`src/rtl/tmr_slv_pkg.sv`:
```
package tmr_slv_pkg;

    localparam logic [2:0] SMODE_OFF   = 3'b000;
    localparam logic [2:0] SMODE_RESET = 3'b100;
    localparam logic [2:0] SMODE_GATED = 3'b101;
    localparam logic [2:0] TSRC_PIN    = 3'b101;

    typedef enum logic [1:0] {
        ST_FREE      = 2'd0,
        ST_RESET     = 2'd1,
        ST_GATE_HOLD = 2'd2,
        ST_GATE_RUN  = 2'd3
    } slv_state_t;

endpackage

```
`src/rtl/tmr_trig_sync.sv`:
```
module tmr_trig_sync #(
    parameter int SYNC_STAGES = 2
) (
    input  logic clk,
    input  logic rst_n,
    input  logic trig_in,
    input  logic src_ok,
    input  logic invert,
    output logic act_lvl,
    output logic act_rise
);
    localparam int TOP = SYNC_STAGES - 1;

    logic [TOP:0] chain_q;
    logic         prev_q;

    generate
        if (SYNC_STAGES == 1) begin : g_one
            always_ff @(posedge clk or negedge rst_n) begin
                if (!rst_n) chain_q <= '0;
                else        chain_q <= trig_in;
            end
        end else begin : g_many
            always_ff @(posedge clk or negedge rst_n) begin
                if (!rst_n) chain_q <= '0;
                else        chain_q <= {chain_q[TOP-1:0], trig_in};
            end
        end
    endgenerate

    assign act_lvl = src_ok & (chain_q[TOP] ^ invert);

    // prev resets to 1 so that the first active level seen after reset is not taken as an edge
    always_ff @(posedge clk or negedge rst_n) begin
        if (!rst_n) prev_q <= 1'b1;
        else        prev_q <= act_lvl;
    end

    assign act_rise = act_lvl & ~prev_q;
endmodule

```
`src/rtl/tmr_slave_fsm.sv`:
```
module tmr_slave_fsm
    import tmr_slv_pkg::*;
(
    input  logic       clk,
    input  logic       rst_n,
    input  logic [2:0] slave_mode,
    input  logic       cnt_en,
    input  logic       act_lvl,
    input  logic       act_rise,
    output logic       cnt_clear,
    output logic       cnt_step,
    output logic       trig_evt
);
    slv_state_t state_q, state_d;
    logic       run;

    assign run = cnt_en & act_lvl;

    always_ff @(posedge clk or negedge rst_n) begin
        if (!rst_n) state_q <= ST_FREE;
        else        state_q <= state_d;
    end

    always_comb begin
        unique case (slave_mode)
            SMODE_RESET: state_d = ST_RESET;
            SMODE_GATED: state_d = run ? ST_GATE_RUN : ST_GATE_HOLD;
            default:     state_d = ST_FREE;
        endcase
    end

    always_comb begin
        cnt_clear = 1'b0;
        cnt_step  = 1'b0;
        trig_evt  = 1'b0;
        if (slave_mode == SMODE_GATED) begin
            cnt_step = run;
            unique case (state_q)
                ST_GATE_RUN: trig_evt = ~run;
                ST_FREE, ST_RESET, ST_GATE_HOLD: trig_evt = run;
            endcase
        end else if (slave_mode == SMODE_RESET) begin
            cnt_clear = act_rise;
            trig_evt  = act_rise;
            cnt_step  = cnt_en;
        end else begin
            cnt_step  = cnt_en;
        end
    end
endmodule

```
`src/rtl/tmr_upcount.sv`:
```
module tmr_upcount #(
    parameter int CNT_W = 16
) (
    input  logic             clk,
    input  logic             rst_n,
    input  logic             clear,
    input  logic             step,
    input  logic [CNT_W-1:0] reload,
    output logic [CNT_W-1:0] count
);
    logic [CNT_W-1:0] cnt_q;

    always_ff @(posedge clk or negedge rst_n) begin
        if (!rst_n)                cnt_q <= '0;
        else if (clear)            cnt_q <= '0;
        else if (step) begin
            if (cnt_q >= reload)   cnt_q <= '0;
            else                   cnt_q <= cnt_q + 1'b1;
        end
    end

    assign count = cnt_q;
endmodule

```
`src/rtl/tmr_slave_timer.sv`:
```
module tmr_slave_timer
    import tmr_slv_pkg::*;
#(
    parameter int CNT_W       = 16,
    parameter int SYNC_STAGES = 2
) (
    input  logic             clk,
    input  logic             rst_n,
    input  logic             trig_in,
    input  logic             cnt_en,
    input  logic [CNT_W-1:0] reload,
    input  logic [2:0]       slave_mode,
    input  logic [2:0]       trig_sel,
    input  logic             pol,
    input  logic             pol_n,
    input  logic             irq_en,
    input  logic             flag_clr,
    output logic [CNT_W-1:0] count,
    output logic             trig_flag,
    output logic             trig_irq
);
    logic act_lvl, act_rise, cnt_clear, cnt_step, trig_evt, flag_q;

    tmr_trig_sync #(.SYNC_STAGES(SYNC_STAGES)) u_sync (
        .clk(clk), .rst_n(rst_n), .trig_in(trig_in),
        .src_ok(trig_sel == TSRC_PIN), .invert(pol & ~pol_n),
        .act_lvl(act_lvl), .act_rise(act_rise)
    );

    tmr_slave_fsm u_fsm (
        .clk(clk), .rst_n(rst_n), .slave_mode(slave_mode), .cnt_en(cnt_en),
        .act_lvl(act_lvl), .act_rise(act_rise),
        .cnt_clear(cnt_clear), .cnt_step(cnt_step), .trig_evt(trig_evt)
    );

    tmr_upcount #(.CNT_W(CNT_W)) u_cnt (
        .clk(clk), .rst_n(rst_n), .clear(cnt_clear), .step(cnt_step),
        .reload(reload), .count(count)
    );

    always_ff @(posedge clk or negedge rst_n) begin
        if (!rst_n)        flag_q <= 1'b0;
        else if (trig_evt) flag_q <= 1'b1;
        else if (flag_clr) flag_q <= 1'b0;
    end

    assign trig_flag = flag_q;
    assign trig_irq  = flag_q & irq_en;
endmodule

```
`config.mk`:
```
export PLATFORM = sky130hd
export DESIGN_NAME = tmr_slave_timer
export DESIGN_NICKNAME = d
export VERILOG_FILES = /design/src/rtl/tmr_slv_pkg.sv /design/src/rtl/tmr_trig_sync.sv /design/src/rtl/tmr_slave_fsm.sv /design/src/rtl/tmr_upcount.sv /design/src/rtl/tmr_slave_timer.sv
export SDC_FILE = /design/constraint.sdc
export NUM_CORES = 1
export LEC_CHECK = 0
export ABC_CLOCK_PERIOD_IN_PS = 2550
export BUFFER_PORTS_ARGS = -buffer_cell sky130_fd_sc_hd__buf_2
export CAP_MARGIN = 10
export CORE_MARGIN = 8
export CORE_UTILIZATION = 54
export CTS_BUF_LIST = sky130_fd_sc_hd__clkbuf_4 sky130_fd_sc_hd__clkbuf_8
export DETAILED_ROUTE_END_ITERATION = 12
export GPL_TIMING_DRIVEN = 0
export PLACE_DENSITY = 0.83
export SYNTH_ARGS = -nofsm -noshare
export SYNTH_HDL_FRONTEND = slang
export SYNTH_SLANG_ARGS = --single-unit
```
`constraint.sdc`:
```
create_clock -name clk -period 2.55 [get_ports clk]
set_input_delay 0.51 -clock clk [delete_from_list [all_inputs] [get_ports clk]]
set_output_delay 0.51 -clock clk [all_outputs]
set_load 0.01 [all_outputs]
```
; ---- Yosys cells after proc, flatten, opt, wreduce, memory -nomap -nowiden
; Index checks and enable logic that the tools add are counted.
[op_classes]
mul = 0
n_addsub = 1
n_eq_ne = 6
div_mod_pow = 0
mux = 12
n_bitwise = 9
n_reduce_logical = 4
shift = 0
magnitude_cmp = 1
[op_table]
columns = cell, n
row1 = 16-bit two-way mux, 3
row2 = "16-bit by 1-bit adder with 16-bit output, second input constant", 1
row3 = 16-bit >= comparator, 1
row4 = "3-bit equality test, second input constant", 3
row5 = 1-bit two-way mux, 7
row6 = 1-bit bitwise AND, 5
row7 = "2-bit equality test, second input constant", 2
row8 = 2-bit one-hot mux with 2 select lines, 1
row9 = 2-bit nonzero test, 2
row10 = 1-bit inverter, 3
row11 = 3-bit OR reduction, 1
row12 = "2-bit by 1-bit equality test with 1-bit output, second input constant", 1
row13 = 2-bit logical NOT, 1
row14 = 1-bit one-hot mux with 2 select lines, 1
row15 = 1-bit XOR, 1
[word_totals]
mem_bits_ro = 0
input_bits = 30
register_bits = 22
ram_bits = 0
latchBits = 0
memories = 0

; ---- Logic depth before layout (Yosys ltp)
[logic_depth]
ltp_word = 9
mapped_depth = 9
mapped_depth_nobuf = 8

; ---- Hierarchy
; Synthesis repeated with hierarchy kept, for this count alone.
[hier_totals]
cells_unflattened = 172
area_unflattened_um2 = 1524.0
[by_module_without_submodules]
columns = module, cells_each, n_inst, area_per_inst_um2, seq_area_each_um2
row1 = tmr_upcount, 147, 1, 1243.7, 400.4
row2 = tmr_slave_fsm, 12, 1, 122.6, 50.0
row3 = tmr_trig_sync, 6, 1, 101.3, 76.3
row4 = tmr_slave_timer, 7, 1, 56.3, 25.0

; ---- Worst setup path after synthesis
; OpenSTA, ideal clock, no wires.
[synth_path]
path_kind = input port to flip-flop
start = in reload[0]
end = reg u_cnt.cnt_q[3], in the netlist u_cnt.count[3]
required_time_ns = 2.481
stages = 8
path_slack_ns = 0.415
t_arrival_ns = 2.066
n_path_buf = 1
path_cell_list = ha_1 nand2b_4 a2111oi_4 o21bai_2 a221oi_4 a31oi_4 buf_6 nor2_2
[synth_between]
elab_chain_cells = 4
[synth_lines]
columns = item, line
row1 = start: declaration, tmr_slave_timer.sv:11  ; input logic [CNT_W-1:0] reload,
row2 = 16-bit >= comparator, tmr_upcount.sv:17  ; if (cnt_q >= reload) cnt_q <= '0;
row3 = 16-bit two-way mux, tmr_upcount.sv:17
row4 = 16-bit two-way mux, tmr_upcount.sv:16  ; else if (step) begin
row5 = 16-bit two-way mux, tmr_upcount.sv:15  ; else if (clear) cnt_q <= '0;
row6 = end signal: assignment, tmr_upcount.sv:18  ; else cnt_q <= cnt_q + 1'b1;
row7 = end: declaration, tmr_upcount.sv:11  ; logic [CNT_W-1:0] cnt_q;
; Every way passes these cells. The select of a mux whose other input is x is not followed.
; A chain may end at the register's enable or synchronous reset.

; ---- Worst setup path in the final report
[layout_path]
start = reg u_cnt.cnt_q[0], in the netlist u_cnt.count[0]
end = reg u_cnt.cnt_q[6], in the netlist u_cnt.count[6]
[layout_between]
elab_chain_cells = 4
[layout_lines]
columns = item, line
row1 = 16-bit by 1-bit adder with 16-bit output or 16-bit >= comparator (tied branches), "tmr_upcount.sv:18, tmr_upcount.sv:17"
row2 = 16-bit two-way mux (*), tmr_upcount.sv:17
row3 = 16-bit two-way mux (*), tmr_upcount.sv:16
row4 = 16-bit two-way mux (*), tmr_upcount.sv:15
; Every way passes the cells marked *; elsewhere a longest branch is shown, timed or not. The select of a mux whose other input is x is not followed.

==> results.cfg <==
[run_status]
outcome = finished, final reports clean

[power_and_ir_drop]
p_leak_uw = 0.0009815
irDropWorstVdd_v = 0.0002417
p_per_area_nw_per_um2 = 593.1

[placed_design]
dpl.cell_count = 246
place_hpwl_um = 2913
routabilityCongestion = 0.8373
portBuffers = 47

[worst_hold_path]
hp-class = in2async

[timing]
setup_viol = 0
rsz0062_at_grt = false
timing.final.crit_share_pct = 89.17
tightest_slew_ns = 0.5049
setup-tns-final_ns = 0
slew_headroom_pct = 66.34
fin_hold_ws_ns = 0.1344
period_minus_slack_ns = 2.274
hold_violations = 0
max_freq_mhz = 439.8
clock_skew_ns = 0.003125
drv_slew = 0

[yosys]
synth_fp_nets = 213
synth_edf_count = 0
synth.avg_cell_area_um2 = 10.05
syn-instance-count = 166
yosys_warnings = 0
synth_flop_cell = dfrtp_1
ys_async_sr_fraction_pct = 100.0
netlist_area_um2 = 1669
ys_ff_latch = 22
ys_seq_area_share_pct = 33.06
yosysUniqueCellTypes = 39

[setup_path]
path_cells = inv_1, ha_1, nand2b_4, a2111oi_4, o21bai_2, a221oi_4, a31oi_4, buf_6, nor2_2
path_buf_inv = 2
cp-start-kind = flop
worst_ep_required_time_ns = 2.81
crit_slowest_cell = dfrtp_1
cp.arrival_ns = 2.54
endpoint_kind = flop
crit_fanout = 10
critical-path-max-stage-delay_ns = 0.44
critical-path-top-delay-family = compound AO/OA/AOI/OAI gates
criticalPathCategory = reg2reg
rr_worst_depth = 9
crit_cells = 9

[cts]
post_cts_buffers = 0
hold_buffers = 0
cts_buffer_depth = 2
cts_resized = 0
clk_latency_ns = 0.32
cts_tree = done
path_clk_slew_ns = 0.14
cts-root-buf = clkbuf_4
clock-sinks = 22
htreeDepth = 1
cts_buffers = 3

[layout]
area_growth_syn_to_layout_pct = 19.72
multi_input_area_um2 = 1022
final_cells = 250
n_antenna_cell = 0
nets = 265
layout-drive-gt1-share_pct = 37.33
fillCellCount = 246
seqCellArea_um2 = 551.8

[floorplanning]
initial_utilization_pct = 55.58
placementRows = 20
die_area_um2 = 5126
die_h_um = 71.60
design.core.area_um2 = 3003
die_w_um = 71.60
ios = 48

[drt]
wl_per_cell_um = 15.14
viasPerCell = 5.632
drc = 0
drt-pass1-iter-count = 4
drt-total-wl_um = 3785
drt_iter0_drc = 30
final_antenna_net_count = 0
vias = 1408

[global_routing]
grt_pass1_vias = 1423
antenna_found_initial = 0
grt_max_degree = 23
grt_pass1_wl_um = 6417
grt_overflow_total = 0
track_usage_pct = 15.38

[job]
cap_violations = 0
==> per-layer routing <==
metal / track usage (%) / up-vias / part of all wire (%)
met5: 0 / - / 0
met4: 7.710 / 0 / 3.3
met3: 2.510 / 11 / 4.5
met2: 27.35 / 34 / 51
met1: 17.27 / 676 / 41
li1: - / 687 / -
==> sequential cells by signal (all words and copies together) (netlist names) <==
name / flops
trig_flag: 1
u_sync.chain_q: 2
u_sync.prev_q: 1
u_cnt.count: 16
u_fsm.state_q: 2
==> path summary, 6_finish.rpt <==
kind / start / end / slack (ns)
worst min-delay path: rst_n / u_cnt.count[11]$_DFFE_PN0P_ / 0.13
worst max register to register: u_cnt.count[0]$_DFFE_PN0P_ / u_cnt.count[6]$_DFFE_PN0P_ / 0.28
worst max-delay path: u_cnt.count[0]$_DFFE_PN0P_ / u_cnt.count[6]$_DFFE_PN0P_ / 0.28
min in group clk: trig_in / u_sync.chain_q[0]$_DFF_PN0_ / 0.28
max in group asynchronous: rst_n / u_sync.prev_q$_DFF_PN1_ / 2.06
worst min register to register: u_sync.chain_q[0]$_DFF_PN0_ / u_sync.chain_q[1]$_DFF_PN0_ / 0.37
==> report_power, final <==
group	leakage (uW)	switching (uW)	internal, uW
sequential	0.000289	79.9	401
combinational	0.000665	215	211
clock	0.0000279	120	159
==> placed cells by master (no fill, tap or decap), types with 2 or more instances in the layout <==
cell type	n
buf_2	48
dfrtp_1	21
inv_1	18
ha_1	17
xnor2_1	14
nor2_2	10
nor2_1	8
nand2_1	8
nand3_1	8
nand4_1	7
a21oi_1	6
and2_1	5
o21ai_0	4
nor4_1	4
nand2b_4	3
nor4b_2	3
nor4b_1	3
clkbuf_4	3
nor2b_1	2
buf_6	2
and3_1	2
nor4_2	2
==> synthesized netlist by cell type (all sizes together), types with 2 or more instances <==
library cell,count,share of area [%]
and3,2,0.75
nand3,8,2.4
nor2b,2,0.75
dfrtp,21,31
nand4,7,2.6
nor4,6,3.0
nand2,8,1.8
nor2,18,5.5
o21ai,4,1.2
inv,18,4.0
ha,17,13
nor3,2,1.3
nor4b,6,4.3
and2,5,1.9
a21oi,6,1.8
o21bai,2,1.1
a31oi,2,2.0
buf,3,1.6
nand2b,4,2.8
xnor2,15,8.3
==> cells by family (layout without fill, tap and decap cells) <==
logic type                 after synthesis  count (layout)  share of synthesized area [%]
and+or+nand+nor                         71              71                          28.56
DFF                                     22              22                          33.06
buffers and inverters                   21              72                          5.696
AOI/OAI and AO/OA                       20              20                          11.62
adders and majority gates               17              17                          12.74
xor gates and xnor gates                15              15                          8.321
==> worst register-to-register path, delay by kind of cell, from the launching register on <==
family / cells / cell delay, ns
adder cells (fa/ha/maj): 1 / 0.27
AO/OA/AOI/OAI: 4 / 0.97
buffers and inverters: 2 / 0.29
flip-flops: 1 / 0.44
AND/OR/NAND/NOR: 2 / 0.26
==> through the flow <==
step                cell area (um^2)  utilization, %  power, uW  setup WS [ns]
CTS                             1998           66.54       1196         0.2585
global route                    1998           66.54       1260        0.07016
detailed placement              1946           64.79      916.0         0.1645
finish                          1998           66.54       1185         0.2761
floorplan                       1669               -      771.3         0.4149
global placement                1946           64.79      901.4         0.2203
==> area by class of cell <==
| type | instances | share of cell area, % |
|---|---|---|
| buffer | 3 | 1.378 |
| multi-input combinational | 123 | 51.16 |
| timing repair buffer | 47 | 11.77 |
| clock inverter | 1 | 1.503 |
| sequential | 22 | 27.61 |
| inverter | 18 | 3.381 |
| tap | 33 | 2.066 |
| clock buffer | 3 | 1.127 |
Note: power is estimated with default switching activity, not from simulation.
